File: config.mk
export PLATFORM = sky130hd
export DESIGN_NAME = fuse_map_decoder
export DESIGN_NICKNAME = d
export VERILOG_FILES = /design/src/rtl/fuse_dec_pkg.sv /design/src/rtl/fuse_hdr_decode.sv /design/src/rtl/fuse_word_pick.sv /design/src/rtl/fuse_bound_check.sv /design/src/rtl/fuse_map_decoder.sv
export SDC_FILE = /design/constraint.sdc
export NUM_CORES = 1
export LEC_CHECK = 0
export BUFFER_PORTS_ARGS = -buffer_cell sky130_fd_sc_hd__clkbuf_2
export CAP_MARGIN = 10
export CORE_MARGIN = 3
export CORE_UTILIZATION = 63
export CTS_CLUSTER_DIAMETER = 100
export DETAILED_ROUTE_END_ITERATION = 6
export PLACE_DENSITY = 0.86
export SETUP_SLACK_MARGIN = 0.05
export SLEW_MARGIN = 10
export SYNTH_ARGS = -nofsm -noshare
export SYNTH_HDL_FRONTEND = slang
export SYNTH_SLANG_ARGS = --single-unit
File: constraint.sdc
create_clock -name clk -period 4 [get_ports clk]
set_clock_uncertainty 0.1 [all_clocks]
set_input_delay 0.2 -clock clk [delete_from_list [all_inputs] [get_ports clk]]
set_output_delay 0.2 -clock clk [all_outputs]
set_load 0.05 [all_outputs]
File: src/rtl/fuse_dec_pkg.sv
package fuse_dec_pkg;
  localparam int BLK_W = 8;
  localparam int WORDS = 4;
  localparam int IDX_W = $clog2(WORDS);
  localparam logic [7:0] ERASED = 8'hFF;

  typedef enum logic [3:0] {
    ST_IDLE, ST_CLEAR, ST_SCAN, ST_HDR1, ST_HDR2, ST_WSEL,
    ST_BYTE0, ST_BYTE1, ST_WR0, ST_WR1, ST_FIN
  } dec_state_t;

  typedef struct packed {
    logic [BLK_W-1:0] blk;
    logic [WORDS-1:0] absent;
    logic             stop;
  } hdr_info_t;
endpackage

File: src/rtl/fuse_hdr_decode.sv
module fuse_hdr_decode
  import fuse_dec_pkg::*;
(
  input  logic [7:0] first_byte,
  input  logic [7:0] second_byte,
  output hdr_info_t  info
);
  always_comb begin
    info.stop   = (first_byte == ERASED) || (second_byte == ERASED);
    info.blk    = {first_byte[3:0], second_byte[7:4]};
    info.absent = second_byte[WORDS-1:0];
  end
endmodule

File: src/rtl/fuse_word_pick.sv
module fuse_word_pick
  import fuse_dec_pkg::*;
(
  input  logic [WORDS-1:0] absent,
  input  logic [IDX_W:0]   from_idx,
  output logic             found,
  output logic [IDX_W-1:0] idx
);
  // lowest present word at or above from_idx
  always_comb begin
    found = 1'b0;
    idx   = '0;
    for (int i = WORDS - 1; i >= 0; i--) begin
      if (!absent[i] && (32'(i) >= 32'(from_idx))) begin
        found = 1'b1;
        idx   = IDX_W'(i);
      end
    end
  end
endmodule

File: src/rtl/fuse_bound_check.sv
module fuse_bound_check
  import fuse_dec_pkg::*;
#(
  parameter int PA_W     = 6,
  parameter int LIMIT    = 60,
  parameter int LOG_SIZE = 64,
  localparam int LC_W    = BLK_W + IDX_W + 1
) (
  input  logic [PA_W:0]      phy,
  input  logic [BLK_W-1:0]   blk,
  input  logic [IDX_W-1:0]   idx,
  output logic [LC_W-1:0]    log_addr,
  output logic               bad
);
  logic phys_over, log_over;
  always_comb begin
    log_addr  = {blk, idx, 1'b0};
    phys_over = (32'(phy) + 32'd2) > 32'(LIMIT);
    log_over  = (32'(log_addr) + 32'd1) >= 32'(LOG_SIZE);
    bad       = phys_over || log_over;
  end
endmodule

File: src/rtl/fuse_map_decoder.sv
module fuse_map_decoder
  import fuse_dec_pkg::*;
#(
  parameter int PHYS_SIZE = 64,
  parameter int LOG_SIZE  = 64,
  parameter int SEC_SIZE  = 4,
  localparam int PA_W     = $clog2(PHYS_SIZE),
  localparam int LA_W     = $clog2(LOG_SIZE)
) (
  input  logic            clk,
  input  logic            rst_n,
  input  logic            start,
  output logic            done,
  output logic            err,
  output logic            rd_en,
  output logic [PA_W-1:0] rd_addr,
  input  logic [7:0]      rd_data,
  output logic            wr_valid,
  input  logic            wr_ready,
  output logic [LA_W-1:0] wr_addr,
  output logic [7:0]      wr_data
);
  localparam int LIMIT = PHYS_SIZE - SEC_SIZE;
  localparam int LC_W  = BLK_W + IDX_W + 1;
  localparam logic [PA_W:0]   LIM_V  = (PA_W+1)'(LIMIT);
  localparam logic [PA_W:0]   SEC_V  = (PA_W+1)'(SEC_SIZE);
  localparam logic [LA_W-1:0] LAST_L = LA_W'(LOG_SIZE - 1);

  dec_state_t       state;
  logic [PA_W:0]    phy;
  logic [LA_W-1:0]  clr;
  logic [7:0]       hdr1_q, lo_q, hi_q;
  logic [BLK_W-1:0] blk_q;
  logic [WORDS-1:0] absent_q;
  logic [IDX_W:0]   widx;
  logic [IDX_W-1:0] cur_q;
  logic [LA_W-1:0]  log_q;
  logic             err_q;

  hdr_info_t        info;
  logic             found, bad;
  logic [IDX_W-1:0] pidx;
  logic [LC_W-1:0]  log_addr;

  fuse_hdr_decode u_hdr (
    .first_byte (hdr1_q),
    .second_byte(rd_data),
    .info       (info)
  );

  fuse_word_pick u_pick (
    .absent  (absent_q),
    .from_idx(widx),
    .found   (found),
    .idx     (pidx)
  );

  fuse_bound_check #(.PA_W(PA_W), .LIMIT(LIMIT), .LOG_SIZE(LOG_SIZE)) u_bound (
    .phy     (phy),
    .blk     (blk_q),
    .idx     (pidx),
    .log_addr(log_addr),
    .bad     (bad)
  );

  always_comb begin
    rd_en    = 1'b0;
    rd_addr  = phy[PA_W-1:0];
    wr_valid = 1'b0;
    wr_addr  = log_q;
    wr_data  = lo_q;
    unique case (state)
      ST_SCAN:  rd_en = (phy < LIM_V);
      ST_HDR1:  begin rd_en = 1'b1; rd_addr = phy[PA_W-1:0] + 1'b1; end
      ST_WSEL:  rd_en = found && !bad;
      ST_BYTE0: begin rd_en = 1'b1; rd_addr = phy[PA_W-1:0] + 1'b1; end
      ST_CLEAR: begin wr_valid = 1'b1; wr_addr = clr; wr_data = ERASED; end
      ST_WR0:   wr_valid = 1'b1;
      ST_WR1:   begin wr_valid = 1'b1; wr_addr = log_q | LA_W'(1); wr_data = hi_q; end
      default:  ;
    endcase
  end

  assign done = (state == ST_FIN);
  assign err  = err_q;

  always_ff @(posedge clk or negedge rst_n) begin
    if (!rst_n) begin
      state    <= ST_IDLE;
      phy      <= '0;
      clr      <= '0;
      hdr1_q   <= '0;
      lo_q     <= '0;
      hi_q     <= '0;
      blk_q    <= '0;
      absent_q <= '0;
      widx     <= '0;
      cur_q    <= '0;
      log_q    <= '0;
      err_q    <= 1'b0;
    end else begin
      unique case (state)
        ST_IDLE: if (start) begin
          clr   <= '0;
          state <= ST_CLEAR;
        end
        ST_CLEAR: if (wr_ready) begin
          if (clr == LAST_L) begin
            phy   <= SEC_V;
            state <= ST_SCAN;
          end else begin
            clr <= clr + 1'b1;
          end
        end
        ST_SCAN: begin
          if (phy >= LIM_V) begin
            err_q <= 1'b0;
            state <= ST_FIN;
          end else begin
            state <= ST_HDR1;
          end
        end
        ST_HDR1: begin
          hdr1_q <= rd_data;
          state  <= ST_HDR2;
        end
        ST_HDR2: begin
          if (info.stop) begin
            err_q <= 1'b0;
            state <= ST_FIN;
          end else begin
            blk_q    <= info.blk;
            absent_q <= info.absent;
            phy      <= phy + 2'd2;
            widx     <= '0;
            state    <= ST_WSEL;
          end
        end
        ST_WSEL: begin
          if (!found) begin
            state <= ST_SCAN;
          end else if (bad) begin
            err_q <= 1'b1;
            state <= ST_FIN;
          end else begin
            log_q <= log_addr[LA_W-1:0];
            cur_q <= pidx;
            state <= ST_BYTE0;
          end
        end
        ST_BYTE0: begin
          lo_q  <= rd_data;
          state <= ST_BYTE1;
        end
        ST_BYTE1: begin
          hi_q  <= rd_data;
          state <= ST_WR0;
        end
        ST_WR0: if (wr_ready) state <= ST_WR1;
        ST_WR1: if (wr_ready) begin
          phy   <= phy + 2'd2;
          widx  <= {1'b0, cur_q} + 1'b1;
          state <= ST_WSEL;
        end
        ST_FIN: begin
          err_q <= 1'b0;
          state <= ST_IDLE;
        end
        default: state <= ST_IDLE;
      endcase
    end
  end
endmodule

==> summary.md <==
| Metric | Value |
|---|---|
| Fin worst setup slack | approximately 1200 ps |
| DRT Pass-1 Iters | 5 |
| DRC errors left | 0 |
| Number of fill cells | between 300 and 400 |
| Top post-synthesis cells by count | dfrtp_1 (61), nand2_1 (56), o21ai_0 (38), mux2_2 (31), inv_1 (17) |
| Synth Area per Inst | between 9 and 10 um2 |
| Largest family of logic cells by synthesized area | simple AND/OR/NAND/NOR gates |
| Mux cell area share after synthesis | 0.1106 |
| Clk buf depth | 2 |
| Clock latency on the worst-skew pair | about 340 ps |
| Ranking of synthesized cells by area | dfrtp_1 (47%), mux2_2 (11%), nand2_1 (6.5%), o21ai_0 (5.8%), inv_1 (2.0%) |
| Simple-Gate Fraction of Synth Area | 0.1990 |
| Peak supply drop | 0.0006167 V |
| Max Clock Freq | about 360 MHz |
| Crit path largest cell delay | roughly 480 ps |
| Hold Path Depth | 3 |
| XOR/XNOR Fraction of Synth Area | 0.008068 |
| Syn Nets | 359 |
| Layout cells sized above 1 | 0.2533 |
| Pwr Density | 857.7 mW/mm2 |
| Area leader, netlist | dfrtp_1 |
| Port Buffers | 35 |
| TritonCTS clock tree | built |
| Vias | 2706 |
| DIE HEIGHT | slightly below 80 um |
| Fraction of registers with async set or reset after synthesis | 1.000 |
| CTS H-Tree Depth | 3 |
| Post-route antenna net violation count | 0 |
| Post-Synth Adder-Cell Area | 0.01537 |
| Clock sinks | just over 60 |
| HP Class | in2reg |
| Critical path's slowest cell | a2111oi_0 |
| Cells after DPL | around 430 |
| Pin count of the biggest net entering global routing | 35 |
| Fin Hold WS | 21.11 ps |
| Drt total wl | about 7.4 mm |
| Initial core utilization | 0.6717 |
| Synth warn | 0 |
| NumNets Final | 386 |
| Relative slew slack | 0.3586 |
| Max-cap violations | 0 |
| Synth Cell Area | around 0.0033 mm2 |
| Period minus WS final | ~2800 ps |
| Number of synthesized flops with an enable pin | 0 |
| Top cell type's share of synthesized area | 0.4687 |
| Ys flop type | dfrtp_1 |
| Startpoint types | flop |
| Crit path kind | reg2out |
| Cell family with most CP delay | compound AO/OA/AOI/OAI gates |
| Post-synthesis sequential area ratio | 0.4687 |
| Core region area | 0.004848 mm2 |
| Reg2reg start | state[2]$_DFFE_PN0P_ |
| Initial DRC Count | between 200 and 250 |
| Cells along the critical path | inv_1 > ha_1 > a2111oi_0 > o211ai_1 > nand3_2 > nand2_1 > clkbuf_2 |
| Status | finished, final reports clean |
| Crit path buf inv count | 2 |
| Post-DR wirelength/cell | 16.67 um |
| Final instance count without filler cells | around 440 |
| Worst R2R Setup Slack | roughly 1300 ps |
| Rows | 25 |
| Overall Global Routing Usage | 0.2631 |
| Final Util | 0.7499 |
| CTS root buf | clkbuf_8 |
| Initial antenna violation count | 0 |
| Ports | 36 |
| Vias in the first global route | 2607 |
| Worst-path fanout max | 7 |
| Pleak | 0.001715 uW |
| RSZ-0062 raised after global routing | no |
| Synth Area in Compound Gates | 0.1464 |
| First-pass GRT wire length | approximately 13 mm |
| Clock transition at path regs | around 70 ps |
| Worst path arrival time | between 2000 and 3000 ps |
| Area occupied by multi-input gates | 0.001562 mm2 |
| Setup TNS | 0 ps |
| Required time of the critical path | approximately 3700 ps |
| CTS buffer count | 9 |
| CP Capture Type | output port |
| Library cells used by synthesis | 54 |
| Worst-Margin Slew | around 950 ps |
| Most common cell in the netlist | dfrtp_1 |
| Fin. max-slew vios | 0 |
| DP Wirelength | roughly 5 mm |
| Fin. Hold Viols | 0 |
| Part of the cycle the worst path needs | 0.7009 |
| DIE AREA | just over 0.006 mm2 |
| Antenna fix cells | 0 |
| Mapped Cells | ~340 |
| DP Worst Slack | 1396 ps |
| GR Overflow Total | 0 |
| Worst Reg2Reg Path Length in Cells | 5 |
| Hold endpoint | absent_q[1]$_DFFE_PN0P_ |
| Reg area | between 0.0015 and 0.002 mm2 |
| Routed vias/inst | between 6 and 7 |
| Final setup fails | 0 |
| RePlAce Congestion | 0.8445 |
| Synthesized flop and latch total | 61 |
| Setup Fix Bufs, Post-CTS | 0 |
| Critical R2R Capture | widx[0]$_DFFE_PN0P_ |
| Die X | 77.90 um |
| Area growth, synth to finish | 11.64% |
| Worst hold path startpoint | rd_data[1] |
[final cells by class]
class,instances,area share
Clock inverter,4,0.01308
Sequential cell,61,0.4198
Tap cell,67,0.02306
Multi-Input combinational cell,242,0.4295
Inverter,17,0.01755
Timing Repair Buffer,39,0.05712
Clock buffer,12,0.03992
[state kept, by name, indices dropped and copies added, names as in the netlist]
name	cells
state	4
widx	3
hdr1_q	8
blk_q	8
clr	6
err	1
absent_q	4
hi_q	8
log_q	4
cur_q	1
phy	6
lo_q	8
[layout by cell type (no fill, tap or decap), types with 3 or more instances in the layout]
cell type / count
clkbuf_8: 10
a21oi_1: 8
o2111ai_1: 3
clkbuf_2: 35
nand2b_1: 4
inv_1: 17
or2_2: 4
o21ai_0: 38
buf_4: 3
nand4_1: 5
nand3_1: 12
a22oi_1: 3
nor2_1: 14
nand2_1: 56
and3_1: 5
and2_1: 3
o211ai_1: 3
mux2_2: 31
dfrtp_1: 61
ha_1: 4
nor3_1: 7
xor2_1: 3
[repair_timing]
action,CTS,global route
endpoints found under the hold margin,33,0
gates resized for setup,0,0
hold buffers,1,0
endpoints found under the setup margin,0,0
[how the worst max path moves through the flow]
stage                     slack, ps                 start                  end  cells past startpoint
final                          1200    phy[2]$_DFFE_PN0P_                rd_en                      7
after detailed placement       1400  state[2]$_DFFE_PN0P_  widx[0]$_DFFE_PN0P_                      5
after global placement         1510  state[2]$_DFFE_PN0P_  widx[0]$_DFFE_PN0P_                      5
after CTS                      1220    phy[2]$_DFFE_PN0P_                rd_en                      7
after floorplan                1270  state[1]$_DFFE_PN0P_                 done                      3
after global routing            980  state[0]$_DFFE_PN0P_           wr_addr[4]                      5
[kinds of logic after synthesis]
kind of cell               count (synthesis)
DFF                                       61
AOI/OAI and AO/OA                         76
adders and majority gates                  4
xor gates and xnor gates                   3
muxes                                     32
and+or+nand+nor                          127
buffers and inverters                     40
[stage by stage]
step	power (uW)	cell area (um2)
after floorplan	2249	3257
after global placement	2505	3433
after detailed placement	2561	3433
after CTS	3117	3636
after global routing	3315	3636
final	3119	3636
[where the power goes]
part           leakage (uW)  internal, uW  total (uW)  switching, uW
clock             0.0000964           303         549            246
sequential         0.000780           859        1110            250
combinational      0.000839           478        1460            983
[worst register-to-register path, cell delays in order (launching register included)]
cell and delay, ps:
dfrtp_1 640, nor2b_2 310, nor3b_2 250, and3_1 700, or2_1 260, mux2_1 330
[layer usage]
layer / wire [um] / share of wire / GRT usage / up-vias
met1: 3133 / 0.43 / 0.3448 / 1316
met3: 474 / 0.064 / 0.05452 / 19
li1: - / - / - / 1257
met5: 0 / 0 / 0 / -
met2: 3592 / 0.49 / 0.4349 / 114
met4: 166 / 0.023 / 0.09091 / 0
(Power assumes the default switching activity.)
